$ cat src/rtl/spi_ctrl_pkg.sv
package spi_ctrl_pkg;

    localparam logic [7:0] OFS_CMD  = 8'h00;
    localparam logic [7:0] OFS_STAT = 8'h04;
    localparam logic [7:0] OFS_XCTL = 8'h0C;
    localparam logic [7:0] OFS_TXP  = 8'h10;
    localparam logic [7:0] OFS_RXP  = 8'h20;

    typedef enum logic [1:0] {
        ENG_IDLE,
        ENG_LOAD,
        ENG_SHIFT
    } eng_state_e;

    typedef struct packed {
        logic       clk_idle_hi;
        logic       late_phase;
        logic       tx_on;
        logic       rx_on;
        logic       sel_invert;
        logic       sel_manual;
        logic       sel_level;
        logic [3:0] sel_en;
        logic [4:0] len_m1;
    } spi_cmd_t;

    function automatic logic [31:0] cmd_pack(spi_cmd_t c);
        logic [31:0] w;
        w       = '0;
        w[4:0]  = c.len_m1;
        w[8:5]  = c.sel_en;
        w[12]   = c.sel_manual;
        w[13]   = c.sel_level;
        w[14]   = c.rx_on;
        w[15]   = c.tx_on;
        w[16]   = c.sel_invert;
        w[21]   = c.late_phase;
        w[26]   = c.clk_idle_hi;
        return w;
    endfunction

endpackage

$ cat src/rtl/spi_word_fifo.sv
module spi_word_fifo #(
    parameter int WIDTH = 32,
    parameter int DEPTH = 4
) (
    input  logic             clk,
    input  logic             rst_n,
    input  logic             push,
    input  logic [WIDTH-1:0] wdata,
    input  logic             pop,
    output logic [WIDTH-1:0] rdata,
    output logic             full,
    output logic             empty
);
    localparam int PTR_W = (DEPTH > 1) ? $clog2(DEPTH) : 1;
    localparam int CNT_W = $clog2(DEPTH + 1);
    localparam logic [PTR_W-1:0] PTR_LAST = PTR_W'(DEPTH - 1);
    localparam logic [CNT_W-1:0] CNT_FULL = CNT_W'(DEPTH);

    typedef struct packed {
        logic [DEPTH-1:0][WIDTH-1:0] mem;
        logic [PTR_W-1:0]            wp;
        logic [PTR_W-1:0]            rp;
        logic [CNT_W-1:0]            cnt;
    } fifo_t;

    fifo_t f_d, f_q;

    always_comb begin
        f_d = f_q;
        if (push) begin
            f_d.mem[f_q.wp] = wdata;
            f_d.wp = (f_q.wp == PTR_LAST) ? '0 : f_q.wp + 1'b1;
        end
        if (pop) begin
            f_d.rp = (f_q.rp == PTR_LAST) ? '0 : f_q.rp + 1'b1;
        end
        if (push && !pop) begin
            f_d.cnt = f_q.cnt + 1'b1;
        end else if (pop && !push) begin
            f_d.cnt = f_q.cnt - 1'b1;
        end
    end

    always_ff @(posedge clk or negedge rst_n) begin
        if (!rst_n) begin
            f_q <= '0;
        end else begin
            f_q <= f_d;
        end
    end

    assign rdata = f_q.mem[f_q.rp];
    assign full  = (f_q.cnt == CNT_FULL);
    assign empty = (f_q.cnt == '0);

    // the writer never pushes into a full FIFO
    p_push_room_r6: assert property (@(posedge clk) disable iff (!rst_n)
        push |-> !full);
    // the reader never pops an empty FIFO
    p_pop_data_r7: assert property (@(posedge clk) disable iff (!rst_n)
        pop |-> !empty);

endmodule

$ cat src/rtl/spi_shift_engine.sv
module spi_shift_engine
    import spi_ctrl_pkg::*;
#(
    parameter int CLK_DIV = 2,
    parameter int CNT_W   = 16
) (
    input  logic             clk,
    input  logic             rst_n,
    input  spi_cmd_t         cfg,
    input  logic             start,
    input  logic [CNT_W-1:0] blk_m1,
    input  logic [31:0]      tx_data,
    input  logic             tx_empty,
    input  logic             rx_full,
    output logic             tx_pop,
    output logic             rx_push,
    output logic [31:0]      rx_word,
    output logic             busy,
    output logic             done,
    output logic             sclk,
    output logic             mosi,
    input  logic             miso
);
    localparam int DIV_W = (CLK_DIV > 1) ? $clog2(CLK_DIV) : 1;
    localparam logic [DIV_W-1:0] DIV_LAST = DIV_W'(CLK_DIV - 1);

    typedef struct packed {
        eng_state_e       st;
        logic             sclk;
        logic             mosi;
        logic [31:0]      tx_sh;
        logic [31:0]      rx_sh;
        logic [5:0]       half;
        logic [DIV_W-1:0] div;
        logic [CNT_W-1:0] left;
    } eng_t;

    eng_t e_d, e_q;
    logic        lead;
    logic        hold;
    logic [31:0] word_mask;

    assign word_mask = 32'hFFFF_FFFF >> (5'd31 - cfg.len_m1);
    assign hold      = (cfg.tx_on && tx_empty) || (cfg.rx_on && rx_full);

    always_comb begin
        e_d     = e_q;
        tx_pop  = 1'b0;
        rx_push = 1'b0;
        rx_word = '0;
        done    = 1'b0;
        lead    = 1'b0;
        case (e_q.st)
            ENG_IDLE: begin
                e_d.sclk = cfg.clk_idle_hi;
                e_d.mosi = 1'b0;
                if (start) begin
                    e_d.left = blk_m1;
                    e_d.st   = ENG_LOAD;
                end
            end
            ENG_LOAD: begin
                if (!hold) begin
                    tx_pop    = cfg.tx_on;
                    e_d.tx_sh = (cfg.tx_on ? tx_data : 32'h0) << (5'd31 - cfg.len_m1);
                    e_d.half  = '0;
                    e_d.div   = '0;
                    e_d.st    = ENG_SHIFT;
                    if (!cfg.late_phase) begin
                        e_d.mosi  = e_d.tx_sh[31];
                        e_d.tx_sh = e_d.tx_sh << 1;
                    end
                end
            end
            ENG_SHIFT: begin
                if (e_q.div == DIV_LAST) begin
                    e_d.div  = '0;
                    e_d.sclk = ~e_q.sclk;
                    lead     = ~e_q.half[0];
                    if (lead != cfg.late_phase) begin
                        e_d.rx_sh = {e_q.rx_sh[30:0], miso};
                    end else begin
                        e_d.mosi  = e_q.tx_sh[31];
                        e_d.tx_sh = e_q.tx_sh << 1;
                    end
                    e_d.half = e_q.half + 6'd1;
                    if (e_q.half == {cfg.len_m1, 1'b1}) begin
                        rx_push = cfg.rx_on;
                        rx_word = e_d.rx_sh & word_mask;
                        if (e_q.left == '0) begin
                            e_d.st = ENG_IDLE;
                            done   = 1'b1;
                        end else begin
                            e_d.left = e_q.left - 1'b1;
                            e_d.st   = ENG_LOAD;
                        end
                    end
                end else begin
                    e_d.div = e_q.div + 1'b1;
                end
            end
            default: e_d.st = ENG_IDLE;
        endcase
    end

    always_ff @(posedge clk or negedge rst_n) begin
        if (!rst_n) begin
            e_q <= '0;
        end else begin
            e_q <= e_d;
        end
    end

    assign busy = (e_q.st != ENG_IDLE);
    assign sclk = e_q.sclk;
    assign mosi = e_q.mosi;

    // a word only starts with data available and room to store it
    p_pop_has_data_r11: assert property (@(posedge clk) disable iff (!rst_n)
        tx_pop |-> !tx_empty);
    p_push_has_room_r11: assert property (@(posedge clk) disable iff (!rst_n)
        rx_push |-> !rx_full);
    // shift position stays inside the programmed word
    p_half_bounded_r2: assert property (@(posedge clk) disable iff (!rst_n)
        (e_q.st == ENG_SHIFT) |-> (e_q.half <= {cfg.len_m1, 1'b1}));

endmodule

$ cat src/rtl/spi_reg_master.sv
module spi_reg_master
    import spi_ctrl_pkg::*;
#(
    parameter int FIFO_DEPTH = 4,
    parameter int CLK_DIV    = 2,
    parameter int CNT_W      = 16
) (
    input  logic        clk,
    input  logic        rst_n,
    input  logic [7:0]  bus_addr,
    input  logic [31:0] bus_wdata,
    input  logic        bus_wr,
    input  logic        bus_rd,
    output logic [31:0] bus_rdata,
    output logic        sclk,
    output logic        mosi,
    input  logic        miso,
    output logic [3:0]  cs_pin,
    output logic        irq
);
    localparam int NUM_CS = 4;

    typedef struct packed {
        spi_cmd_t         cmd;
        logic [CNT_W-1:0] blk_m1;
        logic             ie_tx;
        logic             ie_rx;
        logic             ready;
        logic             tx_ovf;
        logic             rx_unf;
    } regs_t;

    regs_t r_d, r_q;

    logic        eng_busy, eng_done;
    logic        start, tx_push, rx_pop, tx_pop, rx_push;
    logic        tx_full, tx_empty, rx_full, rx_empty;
    logic [31:0] tx_data, rx_data, rx_word;

    always_comb begin
        r_d     = r_q;
        start   = 1'b0;
        tx_push = 1'b0;
        rx_pop  = 1'b0;
        if (bus_wr && bus_addr == OFS_CMD && !eng_busy) begin
            r_d.cmd.len_m1      = bus_wdata[4:0];
            r_d.cmd.sel_en      = bus_wdata[8:5];
            r_d.cmd.sel_manual  = bus_wdata[12];
            r_d.cmd.sel_level   = bus_wdata[13];
            r_d.cmd.rx_on       = bus_wdata[14];
            r_d.cmd.tx_on       = bus_wdata[15];
            r_d.cmd.sel_invert  = bus_wdata[16];
            r_d.cmd.late_phase  = bus_wdata[21];
            r_d.cmd.clk_idle_hi = bus_wdata[26];
        end
        if (bus_wr && bus_addr == OFS_XCTL && !eng_busy) begin
            r_d.blk_m1 = bus_wdata[CNT_W-1:0];
            r_d.ie_tx  = bus_wdata[26];
            r_d.ie_rx  = bus_wdata[27];
            start      = bus_wdata[31];
        end
        if (bus_wr && bus_addr == OFS_STAT) begin
            if (bus_wdata[30]) r_d.ready  = 1'b0;
            if (bus_wdata[26]) r_d.tx_ovf = 1'b0;
            if (bus_wdata[27]) r_d.rx_unf = 1'b0;
        end
        if (start) begin
            r_d.ready = 1'b0;
        end
        if (bus_wr && bus_addr == OFS_TXP) begin
            if (tx_full) r_d.tx_ovf = 1'b1;
            else         tx_push    = 1'b1;
        end
        if (bus_rd && bus_addr == OFS_RXP) begin
            if (rx_empty) r_d.rx_unf = 1'b1;
            else          rx_pop     = 1'b1;
        end
        if (eng_done) begin
            r_d.ready = 1'b1;
        end
    end

    always_ff @(posedge clk or negedge rst_n) begin
        if (!rst_n) begin
            r_q <= '0;
        end else begin
            r_q <= r_d;
        end
    end

    always_comb begin
        bus_rdata = '0;
        case (bus_addr)
            OFS_CMD:  bus_rdata = cmd_pack(r_q.cmd);
            OFS_STAT: bus_rdata = {eng_busy, r_q.ready, 2'b00, r_q.rx_unf, r_q.tx_ovf,
                                   rx_empty, rx_full, tx_empty, tx_full, 22'd0};
            OFS_XCTL: begin
                bus_rdata[31]          = eng_busy;
                bus_rdata[27]          = r_q.ie_rx;
                bus_rdata[26]          = r_q.ie_tx;
                bus_rdata[CNT_W-1:0]   = r_q.blk_m1;
            end
            OFS_RXP:  bus_rdata = rx_empty ? 32'h0 : rx_data;
            default:  bus_rdata = '0;
        endcase
    end

    assign irq = r_q.ready && ((r_q.ie_tx && r_q.cmd.tx_on) || (r_q.ie_rx && r_q.cmd.rx_on));

    for (genvar i = 0; i < NUM_CS; i++) begin : g_cs
        assign cs_pin[i] = !r_q.cmd.sel_en[i] ? ~r_q.cmd.sel_invert :
                           r_q.cmd.sel_manual ? r_q.cmd.sel_level :
                           (eng_busy ? r_q.cmd.sel_invert : ~r_q.cmd.sel_invert);
    end

    spi_word_fifo #(.WIDTH(32), .DEPTH(FIFO_DEPTH)) u_tx_fifo (
        .clk   (clk),
        .rst_n (rst_n),
        .push  (tx_push),
        .wdata (bus_wdata),
        .pop   (tx_pop),
        .rdata (tx_data),
        .full  (tx_full),
        .empty (tx_empty)
    );

    spi_word_fifo #(.WIDTH(32), .DEPTH(FIFO_DEPTH)) u_rx_fifo (
        .clk   (clk),
        .rst_n (rst_n),
        .push  (rx_push),
        .wdata (rx_word),
        .pop   (rx_pop),
        .rdata (rx_data),
        .full  (rx_full),
        .empty (rx_empty)
    );

    spi_shift_engine #(.CLK_DIV(CLK_DIV), .CNT_W(CNT_W)) u_engine (
        .clk      (clk),
        .rst_n    (rst_n),
        .cfg      (r_q.cmd),
        .start    (start),
        .blk_m1   (bus_wdata[CNT_W-1:0]),
        .tx_data  (tx_data),
        .tx_empty (tx_empty),
        .rx_full  (rx_full),
        .tx_pop   (tx_pop),
        .rx_push  (rx_push),
        .rx_word  (rx_word),
        .busy     (eng_busy),
        .done     (eng_done),
        .sclk     (sclk),
        .mosi     (mosi),
        .miso     (miso)
    );

    // completion raises ready as busy drops
    p_ready_at_finish_r4: assert property (@(posedge clk) disable iff (!rst_n)
        $fell(eng_busy) |-> r_q.ready);
    // no interrupt without ready
    p_irq_needs_ready_r9: assert property (@(posedge clk) disable iff (!rst_n)
        irq |-> r_q.ready);
    // command fields frozen during a transfer
    p_cmd_frozen_r12: assert property (@(posedge clk) disable iff (!rst_n)
        eng_busy |=> $stable(r_q.cmd));

endmodule

$ cat config.mk
export PLATFORM = sky130hd
export DESIGN_NAME = spi_reg_master
export DESIGN_NICKNAME = d
export VERILOG_FILES = /design/src/rtl/spi_ctrl_pkg.sv /design/src/rtl/spi_word_fifo.sv /design/src/rtl/spi_shift_engine.sv /design/src/rtl/spi_reg_master.sv
export SDC_FILE = /design/constraint.sdc
export NUM_CORES = 1
export LEC_CHECK = 0
export BUFFER_PORTS_ARGS = -buffer_cell sky130_fd_sc_hd__clkbuf_2
export CORE_UTILIZATION = 55
export CTS_BUF_LIST = sky130_fd_sc_hd__clkbuf_16
export CTS_CLUSTER_SIZE = 12
export DETAILED_ROUTE_END_ITERATION = 10
export PLACE_DENSITY = 0.72
export SLEW_MARGIN = 10
export SYNTH_ARGS = -nofsm -noshare
export SYNTH_HDL_FRONTEND = slang
export SYNTH_SLANG_ARGS = --single-unit
export TNS_END_PERCENT = 50
$ cat constraint.sdc
create_clock -name clk -period 6.6 [get_ports clk]
set_clock_uncertainty 0.1 [all_clocks]
set_input_delay 1.32 -clock clk [delete_from_list [all_inputs] [get_ports clk]]
set_output_delay 1.32 -clock clk [all_outputs]
set_load 0.05 [all_outputs]
==> results of run 1 <==
[state kept, by name (all words and copies together) (netlist names)]
signal and count:
u_engine.e_q 89, u_engine.sclk 1, u_rx_fifo.f_q 135, r_q 37, u_tx_fifo.f_q 135, u_engine.mosi 1
[cells in the final DEF (no fill, tap or decap), types with 8 or more instances in the layout]
cell type,netlist,layout
dfrtp_1,398,395
mux2_2,318,318
nand2_1,179,179
nor2_1,102,101
o22ai_1,86,86
clkbuf_2,0,82
mux2i_1,81,81
o21ai_0,79,79
a21oi_1,64,64
mux4_2,63,63
clkbuf_16,0,44
nand3_1,47,43
buf_4,1,31
nor3_1,31,30
inv_1,19,29
a22oi_1,26,26
a221oi_1,20,20
ha_1,20,20
nor4_1,19,19
and2_1,19,19
nor2b_1,19,18
a22o_1,14,14
a211oi_1,13,13
a31oi_1,13,13
nor3b_1,9,9
o211ai_1,9,9
xnor2_1,9,8
clkinv_1,2,8
nand2b_1,8,8
o22a_1,8,8
clkinv_2,0,8
[worst min-delay path: stages, from the launching register on]
cell and delay, ns:
dfrtp_1 0.34, nand2_1 0.05, nand2_1 0.05
[path summary, 6_finish.rpt]
kind / cells after the start / to / slack, ns / startpoint
max in group asynchronous: 2 / u_rx_fifo.f_q[41] / 4.34 / rst_n
min reg2reg: 2 / u_engine.e_q[55] / 0.37 / u_engine.e_q[55]
max: 9 / bus_rdata[2] / 1.42 / bus_addr[1]
max reg2reg: 8 / u_engine.e_q[84] / 2.26 / u_tx_fifo.f_q[3]
min: 2 / u_engine.e_q[55] / 0.37 / u_engine.e_q[55]
min in group asynchronous: 1 / u_tx_fifo.f_q[61] / 0.70 / rst_n
[metrics by stage]
stage | worst slack [ns] | hold slack [ns] | std cells
floorplan | 1.716 | 0.3376 | 1930
global placement | 1.566 | 0.3522 | 2426
detailed placement | 1.472 | 0.3653 | 2426
CTS | 1.466 | 0.3768 | 2497
global route | 1.150 | 0.3999 | 2497
finish | 1.420 | 0.3723 | 2497
[where the power goes]
| group | total, mW | switching, mW | leakage [nW] | internal [mW] |
|---|---|---|---|---|
| combinational | 0.120 | 0.0904 | 4.52 | 0.0301 |
| sequential | 2.47 | 0.0140 | 5.42 | 2.46 |
| clock | 2.23 | 0.996 | 0.662 | 1.24 |
[synthesized netlist by cell type (14+ instances only)]
cell type  number  share of area
o21ai_0        79          0.018
nor3_1         31         0.0071
o22ai_1        86          0.025
nand3_1        47          0.011
nor2b_1        19         0.0055
mux2i_1        81          0.037
mux4_2         63          0.065
dfrtp_1       398           0.46
nor2_1        102          0.018
a22oi_1        26         0.0090
inv_1          19         0.0033
ha_1           20          0.012
mux2_2        318           0.16
nor4_1         19         0.0055
a221oi_1       20         0.0081
buf_2          18         0.0041
a22o_1         14         0.0056
buf_1          19         0.0033
clkbuf_1       98          0.017
and2_1         19         0.0055
a21oi_1        64          0.015
nand2_1       179          0.031
[layout make-up]
class / count / share of cell area
clock buffer: 44 / 0.04623
timing repair buffer: 116 / 0.02931
sequential: 398 / 0.4184
clock inverter: 27 / 0.006514
multi-input combinational: 1372 / 0.4689
tap: 518 / 0.02721
inverter: 22 / 0.003467
[per-layer routing]
metal  track usage  share of wire  vias to the layer above
li1              -              -                     7289
met1        0.4259           0.41                     8539
met2        0.5009           0.47                      742
met3       0.05406          0.075                      158
met4        0.1418          0.043                        4
met5             0        0.00041                        -
[cell families (layout without fill, tap and decap cells)]
kind of cell / count (synthesis) / count (layout)
simple gates: 475 / 475
mux: 462 / 462
compound gates: 399 / 399
flops: 398 / 398
buf+inv: 160 / 209
fa+ha+maj: 22 / 22
xor+xnor: 14 / 14
==> results.cfg, run 1 <==
[outcome]
outcome = complete, no violations

[cts]
clk_path_buf_depth = 3
cts_tree = yes
numCtsBuffers = 43
cts_hold_buffers = 0
cts.sinks = 398
htree_num_levels = 2
postCtsSetupRepairBufs = 0
clkLatencyLatePin_ns = 0.58
cts_root_buf = clkbuf_16
clk_pin_slew_ns = 0.06
post_cts_resized = 0

[synth]
syn_avg_cell_area_um2 = 11.26
ys_seq_area_frac = 0.4585
synth_cell_types = 75
synth_seq_cells = 398
synth_fa_ha_area_frac = 0.01336
synthesis.area_mm2 = 0.02172
synth_edf_count = 0
yosysWarnings = 0
synth_top_family_by_area = multiplexers
syn_inst = 1930
async_flop_share = 1.000
synth.area.mux_share = 0.2675
synth_xor_xnor_area_share = 0.005645
synth_top_flop_cell = dfrtp_1
synth_compound_area_frac = 0.1223
synth-simple-area-share = 0.1032
syn-num-nets = 1997

[floorplanning]
start_util = 0.5595
pin_count = 84
die_x_um = 200.7
dieArea_mm2 = 0.04030
core-area_mm2 = 0.03883
fp.dieH_um = 200.7
num_rows = 72

[worst_setup_path]
worstPathMaxFanout = 29
critical_path_arrival_ns = 3.76
path_cells = clkbuf_2, nor4_1, nand2_1, nor3b_1, nor2b_2, buf_4, a22oi_1, nand2_1, clkbuf_2
critPathSlowestCell = nor4_1
timing.critical_path.buf_inv = 3
critPathKind = input port to output pin
end_kind = output pin
slowest_delay_ns = 0.50
start_kind = input port
crit_required_ns = 5.18
path_delay_family = simple AND/OR/NAND/NOR gates

[timing]
setup_viol = 0
max_freq_mhz = 193.1
rsz0062_at_grt = no
tightest_slew_ns = 1.210
maxSlewHeadroom = 0.1926
period_share = 0.7848
hold_violations = 0
fin_crit_ns = 5.180
setup_tns_ns = 0
slew_viol_final = 0

[detailed_routing]
drt_wl_total_um = 63290
wl_per_cell_um = 25.35
vias = 16730
first_pass_iters = 6
route.detailed.drc = 0
ant_nets = 0
dr.first_iter.drc_count = 1613
vias_per_cell = 6.701

[cells_and_area]
antenna_cells = 0
seq_area_mm2 = 0.009966
synthToLayoutAreaGrowth_pct = 9.648
design_area_mm2 = 0.02382
n_fill_cell = 3094
post-route-util = 0.6135
drive_above_1_share = 0.2895
finalNetCount = 2020
multi_input_area_mm2 = 0.01117

[grt]
grt_use_total = 0.3151
grt_pass1_vias = 16530
antenna_found_initial = 6
grt_pass1_wl_um = 98280
grt_max_degree = 156
overflow = 0

[place]
portBuffers = 83
gp_congestion = 1.028
hpwl_um = 42960
dpl-instance-area_mm2 = 0.02256

[flow_run]
drv_cap = 0

[pwr]
powerDensity_mw_per_mm2 = 202.6
ir_drop_uv = 231.8
report.power.total_mw = 4.826
power_leakage_nw = 10.60

[min_path]
hp-class = flip-flop to flip-flop
No activity file was read; power rests on OpenSTA's default activity.
==> inputs of run 2 (changes only) <==
Settings changed: PLACE_DENSITY 0.72 to 0.75.
Clock period 6.6 ns to 4.4 ns, I/O delays scaled along.
==> run 2 against run 1 <==
Net effect: critical path depth did not move; sequential share of layout area fell by 1.2 points; hold slack got worse by 0.089 ns; cell area rose by 3.0%; via count rose by 2.7%.
==> results.cfg, run 2 (synthesized netlist as in run 1, its figures left out) <==
[cells_and_area]
antenna_cells = 0
post-route-util = 0.6321
drive_above_1_share = 0.3019
layout_commonest_cell = dfrtp_1
finalNetCount = 2058
reg.largest.list = u_rx_fifo.f_q (135), u_tx_fifo.f_q (135), u_engine.e_q (89)
final_cell_mix = dfrtp_1, mux2_2, nand2_1
synthToLayoutAreaGrowth_pct = 12.97

[detailed_routing]
route.detailed.drc = 0
drt_wl_total_um = 65360
vias = 17190
ant_nets = 0
vias_per_cell = 6.780
first_pass_iters = 6
dr.first_iter.drc_count = 1765
wl_per_cell_um = 25.78

[cts]
clk_pin_slew_ns = 0.05
postCtsSetupRepairBufs = 0
htree_num_levels = 2
cts.sinks = 398
clk_path_buf_depth = 3
cts_hold_buffers = 0
cts_tree = yes
clkLatencyLatePin_ns = 0.59
post_cts_resized = 0
cts_root_buf = clkbuf_16
numCtsBuffers = 43

[worst_setup_path]
crit_required_ns = 3.42
path_delay_family = simple AND/OR/NAND/NOR gates
worstPathMaxFanout = 9
critPathSlowestCell = nor4_1
reg2reg_slack_ns = 0.57
timing.critical_path.buf_inv = 3
critPathKind = input port to output pin
crit_start = bus_addr[1]
endpoint = bus_rdata[26]
start_kind = input port
reg2reg_to = u_engine.e_q[80]
slowest_delay_ns = 0.49
timing.rr.start = u_tx_fifo.f_q[4]
cp_common_cell = clkbuf_2
path_cells = clkbuf_2, nor4_1, nand2_1, nor3b_1, nor2b_2, buf_4, a22oi_1, o21ai_0, clkbuf_2
rr_worst_depth = 7
cp_num_cells = 9
end_kind = output pin
critical_path_arrival_ns = 3.11

[floorplanning]
core-area_mm2 = 0.03883
fp.dieH_um = 200.7
num_rows = 72
dieArea_mm2 = 0.04030
start_util = 0.5595
die_x_um = 200.7
pin_count = 84

[timing]
slew_viol_final = 0
tightest_slew_ns = 1.105
maxSlewHeadroom = 0.2558
fin_crit_ns = 4.088
hold_violations = 0
period_share = 0.9291
max_freq_mhz = 244.6
setup_tns_ns = 0
rsz0062_at_grt = no
setup_viol = 0

[flow_run]
drv_cap = 0

[pwr]
clkPwrFrac = 0.469
switchingPower_mw = 1.660
ir_drop_uv = 315.8
p_comb_frac = 0.026
p_int_mw = 5.683
switching_share = 0.2261
power_leakage_nw = 10.87
pwr-share-seq = 0.505
report.power.total_mw = 7.344
powerDensity_mw_per_mm2 = 299.2

[grt]
overflow = 0
antenna_found_initial = 4
grt_pass1_wl_um = 101200
grt_use_total = 0.3261
grt_max_degree = 125
grt_pass1_vias = 17130

[min_path]
hp-class = input port to async pin

[place]
portBuffers = 83
hpwl_um = 45190
gp_congestion = 0.9847

[outcome]
outcome = complete, no violations
-- run 2: cell count changes in the layout (fill, tap and decap cells not counted), sizes merged --
| cell | change |
|---|---|
| bufinv | +2 |
| clkbuf | -26 |
| buf | +63 |
| clkinvlp | +1 |
| clkinv | -1 |
| inv | -1 |
-- run 2: how the worst min path moves through the flow --
stage               slack (ns)            endpoint          startpoint  cells past startpoint
global route              0.38   u_tx_fifo.f_q[59]               rst_n                      1
detailed placement        0.37  u_rx_fifo.f_q[104]  u_rx_fifo.f_q[104]                      2
CTS                       0.34    u_tx_fifo.f_q[9]               rst_n                      1
floorplan                 0.34    u_engine.e_q[55]    u_engine.e_q[55]                      2
global placement          0.35    u_engine.e_q[55]    u_engine.e_q[55]                      2
finish                    0.28   u_tx_fifo.f_q[59]               rst_n                      1
-- run 2: layout make-up --
| class | count | area, um2 |
|---|---|---|
| Tap cell | 518 | 648.1 |
| Timing Repair Buffer | 154 | 1384 |
| Multi-Input combinational cell | 1372 | 11170 |
| Clock buffer | 43 | 1076 |
| Inverter | 22 | 82.58 |
| Clock inverter | 28 | 217.7 |
| Fill cell | 2969 | 14290 |
| Sequential cell | 398 | 9966 |
-- run 2: per-layer routing --
metal / vias up / track usage / routed length, um
li1: 7391 / - / -
met1: 8687 / 0.4193 / 25340
met2: 908 / 0.5291 / 31120
met3: 199 / 0.05698 / 5397
met4: 2 / 0.1739 / 3488
met5: - / 0 / 13
-- run 2: metrics by stage --
| stage | area, um2 | std cells | hold WS [ns] | setup WS [ns] |
|---|---|---|---|---|
| floorplan | 21720 | 1930 | 0.3376 | 0.3964 |
| CTS | 24540 | 2535 | 0.3430 | 0.3076 |
| finish | 24540 | 2535 | 0.2835 | 0.3122 |
| global placement | 23250 | 2464 | 0.3487 | 0.4176 |
| global route | 24540 | 2535 | 0.3785 | 0.09108 |
| detailed placement | 23250 | 2464 | 0.3655 | 0.2934 |
-- run 2: power by group through the flow --
stage	registers (mW)	clock network (mW)	logic, mW
final	3.71	3.44	0.192
after floorplan	3.77	0	0.0389
after global placement	3.77	0	0.188
after global routing	3.71	3.61	0.213
after detailed placement	3.77	0	0.194
after CTS	3.71	3.48	0.195
==> inputs of run 3 (changes only) <==
Settings changed: CORE_UTILIZATION 55 to 57, PLACE_DENSITY 0.75 to 0.77, SETUP_SLACK_MARGIN from default to 0.3.
==> run 3 against run 2 <==
Net effect: non-clock buffer count up 3; highest routed layer unchanged; sequential cell count unchanged; clock-buffer cell count unchanged; cell area up 0.12%; sequential power about the same; largest power group unchanged.
==> results.cfg, run 3 (synthesized netlist as in run 1, its figures left out) <==
[outcome]
outcome = complete, no violations

[cts]
numCtsBuffers = 43
clk_path_buf_depth = 3
clk_pin_slew_ns = 0.06
cts_root_buf = clkbuf_16
cts_tree = yes
clkLatencyLatePin_ns = 0.59
cts.sinks = 398
htree_num_levels = 2
cts_hold_buffers = 0

[worst_setup_path]
end_kind = output pin
worstPathMaxFanout = 10
path_cells = clkbuf_2, nor4_4, nand2_1, nor3b_2, nor2b_2, buf_4, a22oi_1, o21ai_0, buf_12
critPathKind = input port to output pin
reg2reg_to = u_engine.e_q[69]
critical_path_arrival_ns = 2.93
critPathSlowestCell = nor4_4
crit_required_ns = 3.42
reg2reg_slack_ns = 0.57
start_kind = input port
timing.rr.start = u_tx_fifo.f_q[4]
rr_worst_depth = 8
slowest_delay_ns = 0.35

[grt]
overflow = 0
grt_pass1_wl_um = 103900
antenna_found_initial = 6
grt_use_total = 0.3520
grt_max_degree = 104
grt_pass1_vias = 17600

[place]
portBuffers = 83
dp_slack_ns = 0.2506
dpl-instance-area_mm2 = 0.02328
gp_congestion = 0.9739
hpwl_um = 45990

[pwr]
ir_drop_uv = 263.6
powerDensity_mw_per_mm2 = 294.3
power_leakage_nw = 10.88

[floorplanning]
die_x_um = 197.2
core-area_mm2 = 0.03758
start_util = 0.5781
dieArea_mm2 = 0.03890
num_rows = 71
fp.dieH_um = 197.2
pin_count = 84

[cells_and_area]
drive_above_1_share = 0.3053
final_cell_mix = dfrtp_1, mux2_2, nand2_1
reg.largest.list = u_rx_fifo.f_q (135), u_tx_fifo.f_q (135), u_engine.e_q (89)
finalNetCount = 2061
design_area_mm2 = 0.02457
synthToLayoutAreaGrowth_pct = 13.10
layout_commonest_cell = dfrtp_1
post-route-util = 0.6538

[timing]
period_share = 0.8877
postLayoutSetupSlackWorst_ns = 0.4941
tightest_slew_ns = 1.138
max_freq_mhz = 256.0
rsz0062_at_grt = no
setup_tns_ns = 0
hold_violations = 0
setup_viol = 0
slew_viol_final = 0
maxSlewHeadroom = 0.2331
fin_crit_ns = 3.906

[flow_run]
drv_cap = 0

[detailed_routing]
drt_wl_total_um = 66520
first_pass_iters = 6
vias = 17260
wl_per_cell_um = 26.26
ant_nets = 0
vias_per_cell = 6.816
route.detailed.drc = 0
dr.first_iter.drc_count = 1899

[min_path]
hp-class = input port to async pin
[run 3: metrics by stage]
step	cells	power [mW]	hold WS [ns]
floorplan	1930	3.806	0.3376
global placement	2460	3.958	0.3554
detailed placement	2460	3.968	0.3699
CTS	2532	7.286	0.2815
global route	2533	7.445	0.3202
finish	2533	7.232	0.2550
[run 3: worst max path at each step]
| stage | start | to | slack (ns) | cells past startpoint |
|---|---|---|---|---|
| floorplan | bus_addr[1] | bus_rdata[26] | 0.40 | 7 |
| global placement | bus_addr[1] | bus_rdata[26] | 0.35 | 9 |
| detailed placement | bus_addr[1] | bus_rdata[26] | 0.25 | 9 |
| CTS | bus_addr[1] | bus_rdata[26] | 0.34 | 9 |
| global route | u_tx_fifo.f_q[3] | u_engine.e_q[83] | 0.35 | 7 |
| finish | bus_addr[1] | bus_rdata[26] | 0.49 | 9 |
[run 3: power breakdown]
group          total (mW)  switching [mW]  internal [mW]
combinational       0.197           0.144         0.0524
clock                3.33            1.49           1.83
sequential           3.71          0.0215           3.69
total                7.23            1.66           5.57
[run 3: final cells by class]
cell class	instances	area (um2)
fillers	2867	13010
multi-input cells	1372	11190
flip-flops and latches	398	9966
repair buffers	157	1424
clock buffers	43	1076
well taps	511	639.4
clock inverters	29	192.7
inverters	22	82.58
diodes	1	2.502
[run 3: layer usage]
metal / GRT usage / vias up / part of all wire
met3: 0.05925 / 216 / 0.083
met4: 0.1886 / 2 / 0.054
met2: 0.5695 / 913 / 0.47
li1: - / 7374 / -
met1: 0.4547 / 8759 / 0.39
met5: 0 / - / 0.00020
[run 3: what timing repair did]
action                                  CTS  global route
endpoints found under the setup margin   19            22
resized for setup                         1             2
setup buffers                             0             0
endpoints found under the hold margin     0             0
[run 3: critical path, delay by kind of cell]
| family | cells | cell delay [ns] |
|---|---|---|
| buffers and inverters | 3 | 0.55 |
| AOI/OAI and AO/OA | 2 | 0.37 |
| and+or+nand+nor | 4 | 1.12 |
